**src/rtl/dt_seq_pkg.sv**
```systemverilog
package dt_seq_pkg;

  typedef enum logic [1:0] {
    SEQ_OFF = 2'd0,
    SEQ_GAP = 2'd1,
    SEQ_ON  = 2'd2
  } seq_state_e;

  // Pair A: high-left + low-right; pair B: high-right + low-left
  typedef enum logic {
    PAIR_A = 1'b0,
    PAIR_B = 1'b1
  } pair_e;

endpackage

```
**src/rtl/dt_gap_timer.sv**
```systemverilog
module dt_gap_timer #(
  parameter int MIN_CYC = 112,
  parameter int MAX_CYC = 400
) (
  input  logic clk,
  input  logic rst_n,
  input  logic gap_clr,
  input  logic gap_run,
  input  logic slope_busy,
  output logic gap_done
);
  localparam int CNT_W = $clog2(MAX_CYC + 1);
  localparam logic [CNT_W-1:0] MIN_LAST = CNT_W'(MIN_CYC - 1);
  localparam logic [CNT_W-1:0] MAX_LAST = CNT_W'(MAX_CYC - 1);

  logic [CNT_W-1:0] cnt_q, cnt_d;
  logic             cnt_en;
  logic             min_ok, max_ok;

  always_comb begin
    min_ok   = (cnt_q >= MIN_LAST);
    max_ok   = (cnt_q >= MAX_LAST);
    gap_done = gap_run && ((min_ok && !slope_busy) || max_ok);
    cnt_en   = gap_clr || (gap_run && !max_ok);
    cnt_d    = gap_clr ? '0 : cnt_q + CNT_W'(1);
  end

  always_ff @(posedge clk or negedge rst_n) begin
    if (!rst_n) begin
      cnt_q <= '0;
    end else if (cnt_en) begin
      cnt_q <= cnt_d;
    end
  end

endmodule

```
**src/rtl/dt_seq_fsm.sv**
```systemverilog
module dt_seq_fsm
  import dt_seq_pkg::*;
(
  input  logic       clk,
  input  logic       rst_n,
  input  logic       bridge_off,
  input  logic       pair_req,
  input  logic       slope_l,
  input  logic       slope_r,
  input  logic       gap_done,
  output seq_state_e state_d,
  output pair_e      pair_d,
  output logic       gap_clr,
  output logic       gap_run,
  output logic       slope_busy
);
  seq_state_e state_q;
  pair_e      pair_q;
  logic       fresh_q, fresh_d;
  logic       upd_en;
  pair_e      req_pair;

  always_comb begin
    req_pair = pair_e'(pair_req);
    state_d  = state_q;
    pair_d   = pair_q;
    fresh_d  = fresh_q;
    if (bridge_off) begin
      state_d = SEQ_OFF;
    end else begin
      unique case (state_q)
        SEQ_OFF: begin
          state_d = SEQ_GAP;
          pair_d  = req_pair;
          fresh_d = 1'b1;
        end
        SEQ_GAP: begin
          if (gap_done) state_d = SEQ_ON;
        end
        SEQ_ON: begin
          if (req_pair != pair_q) begin
            state_d = SEQ_GAP;
            pair_d  = req_pair;
            fresh_d = 1'b0;
          end
        end
        default: state_d = SEQ_OFF;
      endcase
    end
    gap_run = (state_q == SEQ_GAP);
    gap_clr = (state_d == SEQ_GAP) && (state_q != SEQ_GAP);
    // heading to B means pair A left: its high side was on the left
    if (fresh_q) slope_busy = 1'b0;
    else if (pair_q == PAIR_B) slope_busy = slope_l;
    else slope_busy = slope_r;
    upd_en = (state_d != state_q) || (pair_d != pair_q) || (fresh_d != fresh_q);
  end

  always_ff @(posedge clk or negedge rst_n) begin
    if (!rst_n) begin
      state_q <= SEQ_OFF;
      pair_q  <= PAIR_A;
      fresh_q <= 1'b1;
    end else if (upd_en) begin
      state_q <= state_d;
      pair_q  <= pair_d;
      fresh_q <= fresh_d;
    end
  end

endmodule

```
**src/rtl/dt_gate_stage.sv**
```systemverilog
module dt_gate_stage
  import dt_seq_pkg::*;
#(
  parameter int LEGS = 2
) (
  input  logic            clk,
  input  logic            rst_n,
  input  logic            drive_on,
  input  pair_e           pair_d,
  input  logic [LEGS-1:0] hs_lock,
  output logic [LEGS-1:0] hi_q,
  output logic [LEGS-1:0] lo_q
);
  logic [LEGS-1:0] hi_d, lo_d;

  for (genvar g = 0; g < LEGS; g++) begin : g_leg
    localparam pair_e HI_PAIR = (g == 0) ? PAIR_A : PAIR_B;
    localparam pair_e LO_PAIR = (g == 0) ? PAIR_B : PAIR_A;

    always_comb begin
      hi_d[g] = drive_on && (pair_d == HI_PAIR) && !hs_lock[g];
      lo_d[g] = drive_on && (pair_d == LO_PAIR);
    end

    always_ff @(posedge clk or negedge rst_n) begin
      if (!rst_n) begin
        hi_q[g] <= 1'b0;
        lo_q[g] <= 1'b0;
      end else begin
        hi_q[g] <= hi_d[g];
        lo_q[g] <= lo_d[g];
      end
    end
  end

endmodule

```
**src/rtl/dt_seq_top.sv**
```systemverilog
module dt_seq_top
  import dt_seq_pkg::*;
#(
  parameter int MIN_CYC = 112,
  parameter int MAX_CYC = 400
) (
  input  logic clk,
  input  logic rst_n,
  input  logic bridge_off,
  input  logic pair_req,
  input  logic slope_l,
  input  logic slope_r,
  input  logic hs_lock_l,
  input  logic hs_lock_r,
  output logic gate_hi_l,
  output logic gate_hi_r,
  output logic gate_lo_l,
  output logic gate_lo_r
);
  localparam int LEGS = 2;

  seq_state_e      state_d;
  pair_e           pair_d;
  logic            gap_clr, gap_run, gap_done, slope_busy;
  logic [LEGS-1:0] hi_q, lo_q;

  dt_seq_fsm fsm_i (
    .clk        (clk),
    .rst_n      (rst_n),
    .bridge_off (bridge_off),
    .pair_req   (pair_req),
    .slope_l    (slope_l),
    .slope_r    (slope_r),
    .gap_done   (gap_done),
    .state_d    (state_d),
    .pair_d     (pair_d),
    .gap_clr    (gap_clr),
    .gap_run    (gap_run),
    .slope_busy (slope_busy)
  );

  dt_gap_timer #(.MIN_CYC(MIN_CYC), .MAX_CYC(MAX_CYC)) timer_i (
    .clk        (clk),
    .rst_n      (rst_n),
    .gap_clr    (gap_clr),
    .gap_run    (gap_run),
    .slope_busy (slope_busy),
    .gap_done   (gap_done)
  );

  dt_gate_stage #(.LEGS(LEGS)) gates_i (
    .clk      (clk),
    .rst_n    (rst_n),
    .drive_on (state_d == SEQ_ON),
    .pair_d   (pair_d),
    .hs_lock  ({hs_lock_r, hs_lock_l}),
    .hi_q     (hi_q),
    .lo_q     (lo_q)
  );

  assign gate_hi_l = hi_q[0];
  assign gate_hi_r = hi_q[1];
  assign gate_lo_l = lo_q[0];
  assign gate_lo_r = lo_q[1];

endmodule

```
**config.mk**
```make
export PLATFORM = sky130hd
export DESIGN_NAME = dt_seq_top
export DESIGN_NICKNAME = d
export VERILOG_FILES = /design/src/rtl/dt_seq_pkg.sv /design/src/rtl/dt_gap_timer.sv /design/src/rtl/dt_seq_fsm.sv /design/src/rtl/dt_gate_stage.sv /design/src/rtl/dt_seq_top.sv
export SDC_FILE = /design/constraint.sdc
export NUM_CORES = 1
export LEC_CHECK = 0
export CORE_MARGIN = 2
export CORE_UTILIZATION = 52
export DETAILED_ROUTE_END_ITERATION = 16
export GPL_TIMING_DRIVEN = 1
export PLACE_DENSITY_LB_ADDON = 0.12
export SLEW_MARGIN = 5
export SYNTH_ARGS = -nofsm -noshare
export SYNTH_HDL_FRONTEND = slang
export SYNTH_SLANG_ARGS = --single-unit
```
**constraint.sdc**
```tcl
create_clock -name clk -period 2.85 [get_ports clk]
set_clock_uncertainty 0.1 [all_clocks]
set_input_delay 0.285 -clock clk [delete_from_list [all_inputs] [get_ports clk]]
set_output_delay 0.285 -clock clk [all_outputs]
set_load 0.05 [all_outputs]
```
==> out/results.ini <==
[power_and_ir_drop]
power.leakage_nw = 0.4882
peakVddDrop_uv = 449.1
p_total_mw = 0.6144
p_per_area_nw_per_um2 = 592.4

[clocking]
clock_latency_ns = 0.30
holdBufCountCts = 0
clock-sinks = 17
clk_pin_slew_ns = 0.12
htree_levels = 1
cts_resized = 0
cts_tree = yes
cts-root-buf = clkbuf_4
cts_buffers = 3
cts_buffer_depth = 2
cts_setup_buffers = 0

[logic_synthesis]
synth_cells = 93
synth_common_cells = dfrtp_1 (16), nor2_1 (13), nand2_1 (9)
avgSynthCellArea_sq_um = 9.593
synth.distinct_cells = 30
syn-num-nets = 104
ys_ff_latch = 17
synth.top_cell.area_share = 0.4488
ys.warnings.count = 0
yosysMostFrequentCell = dfrtp_1
synth_edf_count = 0
syn-cell-area_sq_um = 892.1
synth_area_leaders = dfrtp_1 (45%), nor2_1 (5.5%), mux2i_1 (4.5%)
yosysTopAreaCell = dfrtp_1
ys_seq_area_frac = 0.4783
async_flop_share = 1.000
ys.flop_type = dfrtp_1

[setup_path]
worstPathMaxFanout = 7
critical_path_class = reg2reg
cp_slowest_cell = dfrtp_1
max_stage_delay_ns = 0.47
end_kind = register
worstPathRequired_ns = 2.93
crit_chain = ha_1, a21o_1, a2111o_1, a31oi_2, nand4_1, mux2i_1
cp-start-kind = register
arrival_ns = 2.27

[route]
routed_wl_mm = 1.655
wire_per_inst_um = 13.79
dr_total_vias = 718
detail-route-antenna-nets = 0
drc = 0
drtPass1Iterations = 4
viasPerCell = 5.983
drt-initial-drc-count = 9

[run]
cap_violations = 0

[global_routing]
grt_usage = 0.1957
grt_pass1_vias = 675
grt_antenna_before_repair = 0
grt_start_max_net_pins = 18
grt_pass1_wl_mm = 2.822
overflow = 0

[floorplanning]
die-area_sq_um = 2063
core_sq_um = 1559
die_h_um = 45.42
start_util = 0.5722
row_count = 14
io_pins = 12
chipWidth_um = 45.42

[layout]
syn2layout_area_growth_pct = 16.27
nets = 116
insertedDiodeCount = 0
drive_above_1_share = 0.06731
nFillCells = 122

[sta]
min_period_over_period = 0.7676
drv_slew = 0
finalSetupViolations = 0
period_minus_slack_ns = 2.188
fmax_mhz = 457.1
fin_setup_tns_ns = 0
relSlewSlack = 0.5039
worst_pin_slew_ns = 0.7418
rsz0062_at_grt = no
finalHoldViolCount = 0

[placed_design]
portBuffers = 11
place_congestion = 0.7903
hpwl_mm = 1.228

[outcome]
outcome = completed

[hold_path]
min_path_type = in2async

==> state kept, by name, summed over array words and instances, names as in the netlist <==
name	cells
gates_i.hi_q	2
fsm_i.pair_q	1
fsm_i.fresh_q	1
fsm_i.state_q	2
timer_i.cnt_q	9
gates_i.lo_q	2
==> metal layers <==
metal	vias to the layer above	track usage	part of all wire
met5	-	0	0
met4	0	0.1118	0.023
met3	4	0.05556	0.047
met2	19	0.2761	0.45
met1	342	0.2674	0.48
li1	353	-	-
==> report_power, final <==
part,total (mW),internal (mW),switching (mW),leakage [nW]
logic,0.140,0.0700,0.0702,0.250
clock network,0.137,0.0535,0.0837,0.0139
registers,0.337,0.284,0.0529,0.224
==> layout make-up <==
class,instances,area [sq um],share of cell area
multi-input combinational,69,439.2,0.4234
sequential,17,426.7,0.4113
timing repair buffer,11,110.1,0.1062
clock buffer,3,22.52,0.02171
tap,16,20.02,0.01930
inverter,3,11.26,0.01086
clock inverter,1,7.507,0.007238
==> per-stage QoR <==
stage / cell area (sq um) / worst slack [ns] / utilization / hold WS [ns] / std cells
after floorplan: 892.1 / 0.8176 / - / -0.1106 / 93
after global placement: 1007 / 0.7145 / 0.6461 / 0.3948 / 116
after detailed placement: 1007 / 0.6969 / 0.6461 / 0.3995 / 116
after CTS: 1037 / 0.6743 / 0.6653 / 0.3431 / 120
after global routing: 1037 / 0.5385 / 0.6653 / 0.3495 / 120
final: 1037 / 0.6625 / 0.6653 / 0.3049 / 120
==> worst max-delay path: cells and delay by family, from the launching register on <==
family,cells,cell delay (ns)
and+or+nand+nor,1,0.16
AOI/OAI and AO/OA,3,0.95
adders and majority gates,1,0.27
DFF,1,0.47
muxes,1,0.14
==> logic make-up after synthesis <==
kind of cell	after synthesis	synth area share
multiplexers	4	0.04488
AO/OA/AOI/OAI	21	0.1725
AND/OR/NAND/NOR	36	0.1837
XOR/XNOR	5	0.04910
flip-flops	17	0.4783
adder cells (fa/ha/maj)	3	0.04208
buffers and inverters	7	0.02945
==> path summary, 6_finish.rpt <==
check	end	slack (ns)	cells past startpoint	from
worst max-delay path	timer_i.cnt_q[3]$_DFFE_PN0P_	0.66	6	timer_i.cnt_q[0]$_DFFE_PN0P_
worst min-delay path	fsm_i.state_q[0]$_DFFE_PN0P_	0.30	1	rst_n
worst max register to register	timer_i.cnt_q[3]$_DFFE_PN0P_	0.66	6	timer_i.cnt_q[0]$_DFFE_PN0P_
worst min register to register	timer_i.cnt_q[3]$_DFFE_PN0P_	0.41	1	timer_i.cnt_q[3]$_DFFE_PN0P_
max in group asynchronous	timer_i.cnt_q[5]$_DFFE_PN0P_	1.86	1	rst_n
min in group clk	gates_i.hi_q[0]$_DFF_PN0_	0.40	2	hs_lock_l
==> layout by cell type, fill, tap and decap left out, types with 2 or more instances in the layout <==
master           count
a21o_1               2
a21oi_1              2
a311oi_1             3
clkbuf_4             3
clkdlybuf4s50_1     11
dfrtp_1             16
ha_1                 3
inv_1                3
mux2i_1              4
nand2_1              9
nand2b_1             2
nand3_1              3
nand4_1              4
nor2_1              13
nor3_1               2
o21ai_0              5
xnor2_1              3
xor2_1               2
(Power assumes the default switching activity.)
